===== src/rtl/xsort_pkg.sv =====
package xsort_pkg;

   typedef enum logic [2:0] {
      XS_WAIT,
      XS_LOAD_A,
      XS_LOAD_B,
      XS_COMPARE,
      XS_WRITE_I,
      XS_WRITE_J,
      XS_RELOAD_A,
      XS_DONE
   } xs_state_e;

endpackage


===== src/rtl/xsort_regfile.sv =====
module xsort_regfile #(
   parameter int NUM_WORDS = 4,
   parameter int WORD_W    = 8,
   parameter int IDX_W     = (NUM_WORDS > 1) ? $clog2(NUM_WORDS) : 1
) (
   input  logic              clk,
   input  logic              we,
   input  logic [IDX_W-1:0]  waddr,
   input  logic [WORD_W-1:0] wdata,
   input  logic [IDX_W-1:0]  ra_a,
   output logic [WORD_W-1:0] rd_a,
   input  logic [IDX_W-1:0]  ra_b,
   output logic [WORD_W-1:0] rd_b,
   input  logic [IDX_W-1:0]  ra_c,
   output logic [WORD_W-1:0] rd_c
);

   logic [WORD_W-1:0] words [NUM_WORDS];

   // one storage register per word, no reset so contents survive rst
   for (genvar g = 0; g < NUM_WORDS; g++) begin : g_word
      logic [WORD_W-1:0] q;
      always_ff @(posedge clk) begin
         if (we && (waddr == IDX_W'(g))) q <= wdata;
      end
      assign words[g] = q;
   end

   function automatic logic [WORD_W-1:0] pick(input logic [IDX_W-1:0] ra);
      logic [WORD_W-1:0] r;
      r = '0;
      for (int n = 0; n < NUM_WORDS; n++) begin
         if (ra == IDX_W'(n)) r = words[n];
      end
      return r;
   endfunction

   assign rd_a = pick(ra_a);
   assign rd_b = pick(ra_b);
   assign rd_c = pick(ra_c);

endmodule


===== src/rtl/xsort_datapath.sv =====
module xsort_datapath #(
   parameter int NUM_WORDS = 4,
   parameter int WORD_W    = 8,
   parameter int IDX_W     = (NUM_WORDS > 1) ? $clog2(NUM_WORDS) : 1
) (
   input  logic              clk,
   input  logic              rst,
   input  logic              clr_i,
   input  logic              inc_i,
   input  logic              set_j,
   input  logic              inc_j,
   input  logic              ld_a,
   input  logic              ld_b,
   input  logic              wr_i,
   input  logic              wr_j,
   input  logic [WORD_W-1:0] rd_i_word,
   input  logic [WORD_W-1:0] rd_j_word,
   output logic [IDX_W-1:0]  i_idx,
   output logic [IDX_W-1:0]  j_idx,
   output logic              a_gt_b,
   output logic              i_last,
   output logic              j_last,
   output logic              int_we,
   output logic [IDX_W-1:0]  int_waddr,
   output logic [WORD_W-1:0] int_wdata
);

   localparam logic [IDX_W-1:0] I_END = IDX_W'(NUM_WORDS - 2);
   localparam logic [IDX_W-1:0] J_END = IDX_W'(NUM_WORDS - 1);

   logic [IDX_W-1:0]  i_q, j_q;
   logic [WORD_W-1:0] a_q, b_q;

   always_ff @(posedge clk) begin
      if (rst) begin
         i_q <= '0;
         j_q <= '0;
      end else begin
         if (clr_i)      i_q <= '0;
         else if (inc_i) i_q <= i_q + 1'b1;
         if (set_j)      j_q <= i_q + 1'b1;
         else if (inc_j) j_q <= j_q + 1'b1;
      end
   end

   always_ff @(posedge clk) begin
      if (rst) begin
         a_q <= '0;
         b_q <= '0;
      end else begin
         if (ld_a) a_q <= rd_i_word;
         if (ld_b) b_q <= rd_j_word;
      end
   end

   assign i_idx  = i_q;
   assign j_idx  = j_q;
   assign a_gt_b = (a_q > b_q);
   assign i_last = (i_q == I_END);
   assign j_last = (j_q == J_END);

   assign int_we    = wr_i | wr_j;
   assign int_waddr = wr_i ? i_q : j_q;
   assign int_wdata = wr_i ? b_q : a_q;

   a_r4_swap_only_greater : assert property (@(posedge clk) disable iff (rst)
      (wr_i || wr_j) |-> (a_q > b_q));

   a_r7_inner_above_outer : assert property (@(posedge clk) disable iff (rst)
      ld_b |-> ((j_q > i_q) && (j_q <= J_END)));

   a_r7_outer_range : assert property (@(posedge clk) disable iff (rst)
      ld_a |-> (i_q <= I_END));

endmodule


===== src/rtl/xsort_ctrl.sv =====
module xsort_ctrl
   import xsort_pkg::*;
(
   input  logic clk,
   input  logic rst,
   input  logic start,
   input  logic a_gt_b,
   input  logic i_last,
   input  logic j_last,
   output logic clr_i,
   output logic inc_i,
   output logic set_j,
   output logic inc_j,
   output logic ld_a,
   output logic ld_b,
   output logic wr_i,
   output logic wr_j,
   output logic busy,
   output logic done
);

   xs_state_e state_q, state_d;
   logic      advance;

   always_ff @(posedge clk) begin
      if (rst) state_q <= XS_WAIT;
      else     state_q <= state_d;
   end

   always_comb begin
      state_d = state_q;
      clr_i   = 1'b0;
      inc_i   = 1'b0;
      set_j   = 1'b0;
      inc_j   = 1'b0;
      ld_a    = 1'b0;
      ld_b    = 1'b0;
      wr_i    = 1'b0;
      wr_j    = 1'b0;
      advance = 1'b0;
      case (state_q)
         XS_WAIT: begin
            if (start) begin
               clr_i   = 1'b1;
               state_d = XS_LOAD_A;
            end
         end
         XS_LOAD_A: begin
            ld_a    = 1'b1;
            set_j   = 1'b1;
            state_d = XS_LOAD_B;
         end
         XS_LOAD_B: begin
            ld_b    = 1'b1;
            state_d = XS_COMPARE;
         end
         XS_COMPARE: begin
            if (a_gt_b) state_d = XS_WRITE_I;
            else        advance = 1'b1;
         end
         XS_WRITE_I: begin
            wr_i    = 1'b1;
            state_d = XS_WRITE_J;
         end
         XS_WRITE_J: begin
            wr_j    = 1'b1;
            state_d = XS_RELOAD_A;
         end
         XS_RELOAD_A: begin
            ld_a    = 1'b1;
            advance = 1'b1;
         end
         XS_DONE: begin
            if (!start) state_d = XS_WAIT;
         end
         default: state_d = XS_WAIT;
      endcase

      if (advance) begin
         if (j_last) begin
            if (i_last) begin
               state_d = XS_DONE;
            end else begin
               inc_i   = 1'b1;
               state_d = XS_LOAD_A;
            end
         end else begin
            inc_j   = 1'b1;
            state_d = XS_LOAD_B;
         end
      end
   end

   assign done = (state_q == XS_DONE);
   assign busy = (state_q != XS_WAIT) && (state_q != XS_DONE);

   a_r1_reset_to_wait : assert property (@(posedge clk)
      rst |=> (state_q == XS_WAIT));

   a_r2_idle_without_start : assert property (@(posedge clk) disable iff (rst)
      ((state_q == XS_WAIT) && !start) |=> (state_q == XS_WAIT));

   a_r5_done_held : assert property (@(posedge clk) disable iff (rst)
      ((state_q == XS_DONE) && start) |=> (state_q == XS_DONE));

   a_r5_rearm : assert property (@(posedge clk) disable iff (rst)
      ((state_q == XS_DONE) && !start) |=> (state_q == XS_WAIT));

   a_r7_swap_step2 : assert property (@(posedge clk) disable iff (rst)
      (state_q == XS_WRITE_I) |=> (state_q == XS_WRITE_J));

   a_r7_swap_step3 : assert property (@(posedge clk) disable iff (rst)
      (state_q == XS_WRITE_J) |=> (state_q == XS_RELOAD_A));

endmodule


===== src/rtl/xsort_engine.sv =====
module xsort_engine #(
   parameter int NUM_WORDS      = 4,
   parameter int WORD_W         = 8,
   parameter bit ZERO_WHEN_BUSY = 1'b1,
   localparam int IDX_W = (NUM_WORDS > 1) ? $clog2(NUM_WORDS) : 1
) (
   input  logic              clk,
   input  logic              rst,
   input  logic              start,
   input  logic              wr_en,
   input  logic [IDX_W-1:0]  addr,
   input  logic [WORD_W-1:0] din,
   output logic [WORD_W-1:0] dout,
   output logic              done
);

   if (NUM_WORDS < 2) begin : g_bad_depth
      $error("xsort_engine: NUM_WORDS must be at least 2");
   end
   if (WORD_W < 1) begin : g_bad_width
      $error("xsort_engine: WORD_W must be at least 1");
   end

   logic              clr_i, inc_i, set_j, inc_j, ld_a, ld_b, wr_i, wr_j, busy;
   logic              a_gt_b, i_last, j_last;
   logic [IDX_W-1:0]  i_idx, j_idx;
   logic              int_we;
   logic [IDX_W-1:0]  int_waddr;
   logic [WORD_W-1:0] int_wdata;
   logic              mem_we;
   logic [IDX_W-1:0]  mem_waddr;
   logic [WORD_W-1:0] mem_wdata;
   logic [WORD_W-1:0] rd_i_word, rd_j_word, rd_host;

   xsort_ctrl u_ctrl (
      .clk    (clk),
      .rst    (rst),
      .start  (start),
      .a_gt_b (a_gt_b),
      .i_last (i_last),
      .j_last (j_last),
      .clr_i  (clr_i),
      .inc_i  (inc_i),
      .set_j  (set_j),
      .inc_j  (inc_j),
      .ld_a   (ld_a),
      .ld_b   (ld_b),
      .wr_i   (wr_i),
      .wr_j   (wr_j),
      .busy   (busy),
      .done   (done)
   );

   xsort_datapath #(
      .NUM_WORDS (NUM_WORDS),
      .WORD_W    (WORD_W),
      .IDX_W     (IDX_W)
   ) u_dp (
      .clk       (clk),
      .rst       (rst),
      .clr_i     (clr_i),
      .inc_i     (inc_i),
      .set_j     (set_j),
      .inc_j     (inc_j),
      .ld_a      (ld_a),
      .ld_b      (ld_b),
      .wr_i      (wr_i),
      .wr_j      (wr_j),
      .rd_i_word (rd_i_word),
      .rd_j_word (rd_j_word),
      .i_idx     (i_idx),
      .j_idx     (j_idx),
      .a_gt_b    (a_gt_b),
      .i_last    (i_last),
      .j_last    (j_last),
      .int_we    (int_we),
      .int_waddr (int_waddr),
      .int_wdata (int_wdata)
   );

   // single write port: the sorter owns it while busy, the host otherwise
   assign mem_we    = busy ? int_we    : wr_en;
   assign mem_waddr = busy ? int_waddr : addr;
   assign mem_wdata = busy ? int_wdata : din;

   xsort_regfile #(
      .NUM_WORDS (NUM_WORDS),
      .WORD_W    (WORD_W),
      .IDX_W     (IDX_W)
   ) u_rf (
      .clk   (clk),
      .we    (mem_we),
      .waddr (mem_waddr),
      .wdata (mem_wdata),
      .ra_a  (i_idx),
      .rd_a  (rd_i_word),
      .ra_b  (j_idx),
      .rd_b  (rd_j_word),
      .ra_c  (addr),
      .rd_c  (rd_host)
   );

   if (ZERO_WHEN_BUSY) begin : g_dout_gated
      assign dout = busy ? '0 : rd_host;
   end else begin : g_dout_raw
      assign dout = rd_host;
   end

   a_r6_host_write_blocked : assert property (@(posedge clk) disable iff (rst)
      (busy && wr_en && !int_we) |-> !mem_we);

   a_r5_done_not_busy : assert property (@(posedge clk) disable iff (rst)
      done |-> !busy);

endmodule


===== config.mk =====
export PLATFORM = sky130hd
export DESIGN_NAME = xsort_engine
export DESIGN_NICKNAME = d
export VERILOG_FILES = /design/src/rtl/xsort_pkg.sv /design/src/rtl/xsort_regfile.sv /design/src/rtl/xsort_datapath.sv /design/src/rtl/xsort_ctrl.sv /design/src/rtl/xsort_engine.sv
export SDC_FILE = /design/constraint.sdc
export NUM_CORES = 1
export LEC_CHECK = 0
export CAP_MARGIN = 15
export CORE_MARGIN = 3
export CORE_UTILIZATION = 64
export DETAILED_ROUTE_END_ITERATION = 16
export GPL_ROUTABILITY_DRIVEN = 1
export HOLD_SLACK_MARGIN = 0.1
export PLACE_DENSITY = 0.93
export SLEW_MARGIN = 20
export SYNTH_ARGS = -nofsm -noshare
export SYNTH_HDL_FRONTEND = slang
export SYNTH_SLANG_ARGS = --single-unit

===== constraint.sdc =====
create_clock -name clk -period 3.8 [get_ports clk]
set_input_delay 0.76 -clock clk [delete_from_list [all_inputs] [get_ports clk]]
set_output_delay 0.76 -clock clk [all_outputs]
set_load 0.01 [all_outputs]

==> Implementation_results.wiki <==
{| class="wikitable"
! Metric !! Value
|-
| Status || complete, no violations
|-
| P&R area growth vs syn || 10.56%
|-
| Ratio of cells with drive above 1 in the final layout || a little under a tenth
|-
| Number of max-slew violations in the final report || 0
|-
| CTS Hold Buffers Added || 0
|-
| Effective utilization at floorplan || roughly two thirds
|-
| Number of synthesized flops with an enable pin || 32
|-
| Clk slew on worst S/H paths || ~90 ps
|-
| Final critical path time including I/O delays and setup || approximately 3400 ps
|-
| Synth cell types || 42
|-
| Number of antenna violations at the first check in global routing || 0
|-
| Switching fraction of total power || 45.67%
|-
| Worst-case headroom to the max-slew limit || 33.31%
|-
| Worst-margin pin slew || 997.3 ps
|-
| Pin count of the biggest net entering global routing || 33
|-
| Number of buffers inserted during clock tree synthesis || 5
|-
| Gates resized, CTS repair || 0
|-
| Overall track demand over capacity in global routing || a little under a third
|-
| DR pass1 iterations || 6
|-
| Overall die area || 6345 um2
|-
| Std cell rows || 26
|-
| Combinational share of power || 57.9%
|-
| Sequential cell fraction of total power || ~33%
|-
| Total internal power || 1.964 mW
|-
| Die boundary width || 79.66 um
|-
| Share of synthesized registers carrying an async set or reset || 0%
|-
| Crit path max fanout || 10
|-
| CTS tree || yes
|-
| Net Count, Synth || 418
|-
| Clk pwr share || 9.4%
|-
| Count of warnings emitted by yosys || 0
|-
| Num ports || 23
|-
| Total power || around 3.6 mW
|-
| Gp weighted congestion || 0.9354
|-
| Via count of the first global-routing pass || 3101
|-
| Vias per Instance || 6.902
|-
| Aggregate global routing overflow || 0
|-
| Wirelength, routed || 9326 um
|-
| Total standard cell area after synthesis || around 3500 um2
|-
| Power density relative to cell area || 941.7 nW/um2
|-
| Clock latency of the later-clocked register in the worst-skew pair || 320 ps
|-
| Wire per inst || 19.84 um
|-
| CTS root buffer || sky130_fd_sc_hd__clkbuf_8
|-
| Gate Count Post-Synth || 388
|-
| Detailed Place HPWL || 6424 um
|-
| Worst path required time || 3040 ps
|-
| Capturing element type of the critical path || output pin
|-
| Leakage || 1.292 nW
|-
| Psw || 1.651 mW
|-
| Slowest-stage cell, CP || sky130_fd_sc_hd__clkdlybuf4s50_1
|-
| Worst hold path class || reg2reg
|-
| Mean cell area of the mapped netlist || 8.949 um2
|-
| Final #Nets || 429
|-
| Ys flop type || sky130_fd_sc_hd__edfxtp_1
|-
| Share of synthesized area occupied by flip-flops and latches || 40.94%
|-
| Number of buffers added on ports || 22
|-
| CTS Buffer Depth || 2
|-
| Antenna Nets Post-Route || 0
|-
| Core area || 5172 um2
|-
| Setup repair after global routing missed its margin || false
|-
| Critical path's top delay family || buffers and inverters
|-
| Number of max-cap violations || 0
|-
| Yosys reg bits || 55
|-
| Remaining DRCs || 0
|-
| Global-route wire length before repair || 14820 um
|-
| Total inserted antenna cells || 0
|-
| Achievable clock frequency || around 300 MHz
|-
| Via count || between 3000 and 4000
|-
| 1st-iter DRT viols || 341
|-
| Number of sinks driven by the clock tree || between 50 and 60
|-
| Count of buffer and inverter cells on the critical path || 2
|-
| Period Utilization, post-route || 88.61%
|-
| Worst setup SP type || primary input
|-
| Critical path cell sequence || clkdlybuf4s50_1 -> mux4_2 -> nor2b_1 -> clkdlybuf4s50_1
|-
| Clock skew after layout || 10.32 ps
|-
| Setup Crit Path Kind || in2out
|-
| Die Y || 79.66 um
|-
| Setup total negative slack || 0 ps
|-
| WP data arrival || 2610 ps
|-
| Largest voltage drop on the vdd net || slightly above 0.5 mV
|-
| Setup violation total in the final timing report || 0
|-
| H-tree levels || 2
|-
| Number of failing hold endpoints at the final stage || 0
|-
| Most Frequent Cell on Critical Path || sky130_fd_sc_hd__clkdlybuf4s50_1
|-
| Total setup buffers inserted after CTS || 0
|-
| Slowest stage delay, CP || 810 ps
|-
| Final Core Density || 74.21%
|}
cell usage in the layout, fill, tap and decap left out, drive strengths merged, types with 2 or more instances in the layout:
cell type,Yosys,layout
a21oi,51,51
o21ai,25,25
mux2i,2,2
xnor2,2,2
ha,16,16
a21boi,3,3
dfxtp,23,23
clkdlybuf4s50,0,22
inv,14,15
nor3,7,7
nand3b,16,16
nand4,2,2
o22ai,21,21
o211ai,17,17
and3b,2,2
and3,2,2
edfxtp,32,32
a2111oi,2,2
nand2b,5,5
a211oi,4,4
clkbuf,16,5
nor3b,3,3
nor2,36,36
buf,14,12
nor2b,10,10
mux4,8,8
nand2,45,45
final cells by class:
class,count,area [um2]
Timing Repair Buffer,34,310.3
Tap cell,70,87.58
Multi-Input combinational cell,289,1874
Clock buffer,5,68.82
Inverter,14,52.55
Sequential cell,55,1421
Fill cell,367,1334
Clock inverter,3,23.77
flip-flops by register name, indices dropped and copies added, names as in the netlist:
| signal | cells |
|---|---|
| u_ctrl.state_q | 3 |
| u_dp.a_q | 8 |
| u_dp.b_q | 8 |
| u_dp.i_idx | 2 |
| u_dp.j_idx | 2 |
| u_rf.g_word.q | 32 |
stage by stage:
stage	instances	area (um2)	hold slack, ps	worst slack, ps
floorplan	388	3472	498.0	1358
global placement	462	3746	523.2	467.2
detailed placement	462	3746	542.7	421.4
CTS	470	3839	565.0	421.8
global route	470	3839	593.3	337.4
finish	470	3839	564.4	432.7
routing by layer:
metal | share of wire [%] | track usage [%]
met2 | 50 | 52.09
met1 | 37 | 36.85
met5 | 0 | 0
met4 | 5.7 | 19.07
met3 | 8.1 | 4.966
final timing paths:
kind / from / slack [ps] / cells after the start / end
setup / recovery: addr[1] / 430 / 4 / dout[1]
hold / removal: u_dp.b_q[1] / 560 / 2 / u_dp.b_q[1]
setup reg to reg: u_dp.j_idx[0] / 1540 / 6 / u_dp.i_idx[1]
hold reg to reg: u_dp.b_q[1] / 560 / 2 / u_dp.b_q[1]
Yosys cell counts, types with 2 or more instances:
master / count / area share [%]
sky130_fd_sc_hd__nor2b_1: 10 / 1.8
sky130_fd_sc_hd__a2111oi_2: 2 / 0.86
sky130_fd_sc_hd__nand2b_1: 5 / 0.90
sky130_fd_sc_hd__o22ai_1: 21 / 3.8
sky130_fd_sc_hd__inv_1: 13 / 1.4
sky130_fd_sc_hd__edfxtp_1: 32 / 28
sky130_fd_sc_hd__ha_1: 16 / 5.8
sky130_fd_sc_hd__a211oi_1: 3 / 0.65
sky130_fd_sc_hd__nand4_1: 2 / 0.36
sky130_fd_sc_hd__clkbuf_1: 16 / 1.7
sky130_fd_sc_hd__nor3_1: 7 / 1.0
sky130_fd_sc_hd__buf_1: 5 / 0.54
sky130_fd_sc_hd__nor3b_1: 2 / 0.43
sky130_fd_sc_hd__a21oi_1: 50 / 7.2
sky130_fd_sc_hd__nand3b_1: 16 / 3.5
sky130_fd_sc_hd__xnor2_1: 2 / 0.50
sky130_fd_sc_hd__mux2i_1: 2 / 0.58
sky130_fd_sc_hd__and3_1: 2 / 0.36
sky130_fd_sc_hd__nand2_1: 45 / 4.9
sky130_fd_sc_hd__o211ai_1: 17 / 3.7
sky130_fd_sc_hd__nor2_1: 36 / 3.9
sky130_fd_sc_hd__and3b_1: 2 / 0.50
sky130_fd_sc_hd__buf_2: 9 / 1.3
sky130_fd_sc_hd__a21boi_0: 3 / 0.65
sky130_fd_sc_hd__mux4_2: 8 / 5.2
sky130_fd_sc_hd__o21ai_0: 24 / 3.5
sky130_fd_sc_hd__dfxtp_1: 23 / 13
kinds of logic after synthesis:
kind of cell               count (synthesis)  share of synthesized area, %
AOI/OAI and AO/OA                        131                         23.64
muxes                                     10                         5.766
adders and majority gates                 16                         5.766
buffers and inverters                     44                         5.081
DFF                                       55                         40.94
and+or+nand+nor                          130                         18.31
xor gates and xnor gates                   2                        0.5046
power by group through the flow:
stage / combinational (mW) / clock (mW) / sequential, mW
after global routing: 2.29 / 0.362 / 1.21
after CTS: 2.06 / 0.337 / 1.17
final: 2.09 / 0.338 / 1.18
after floorplan: 1.45 / 0 / 1.13
after detailed placement: 2.04 / 0 / 1.19
after global placement: 1.95 / 0 / 1.17
tightest hold or removal path: cells and delay by family, from the launching register on:
| kind | cells | cell delay [ps] |
|---|---|---|
| DFF | 1 | 360 |
| and+or+nand+nor | 1 | 80 |
| AOI/OAI and AO/OA | 1 | 90 |
Power figures use the tool's default switching activity.
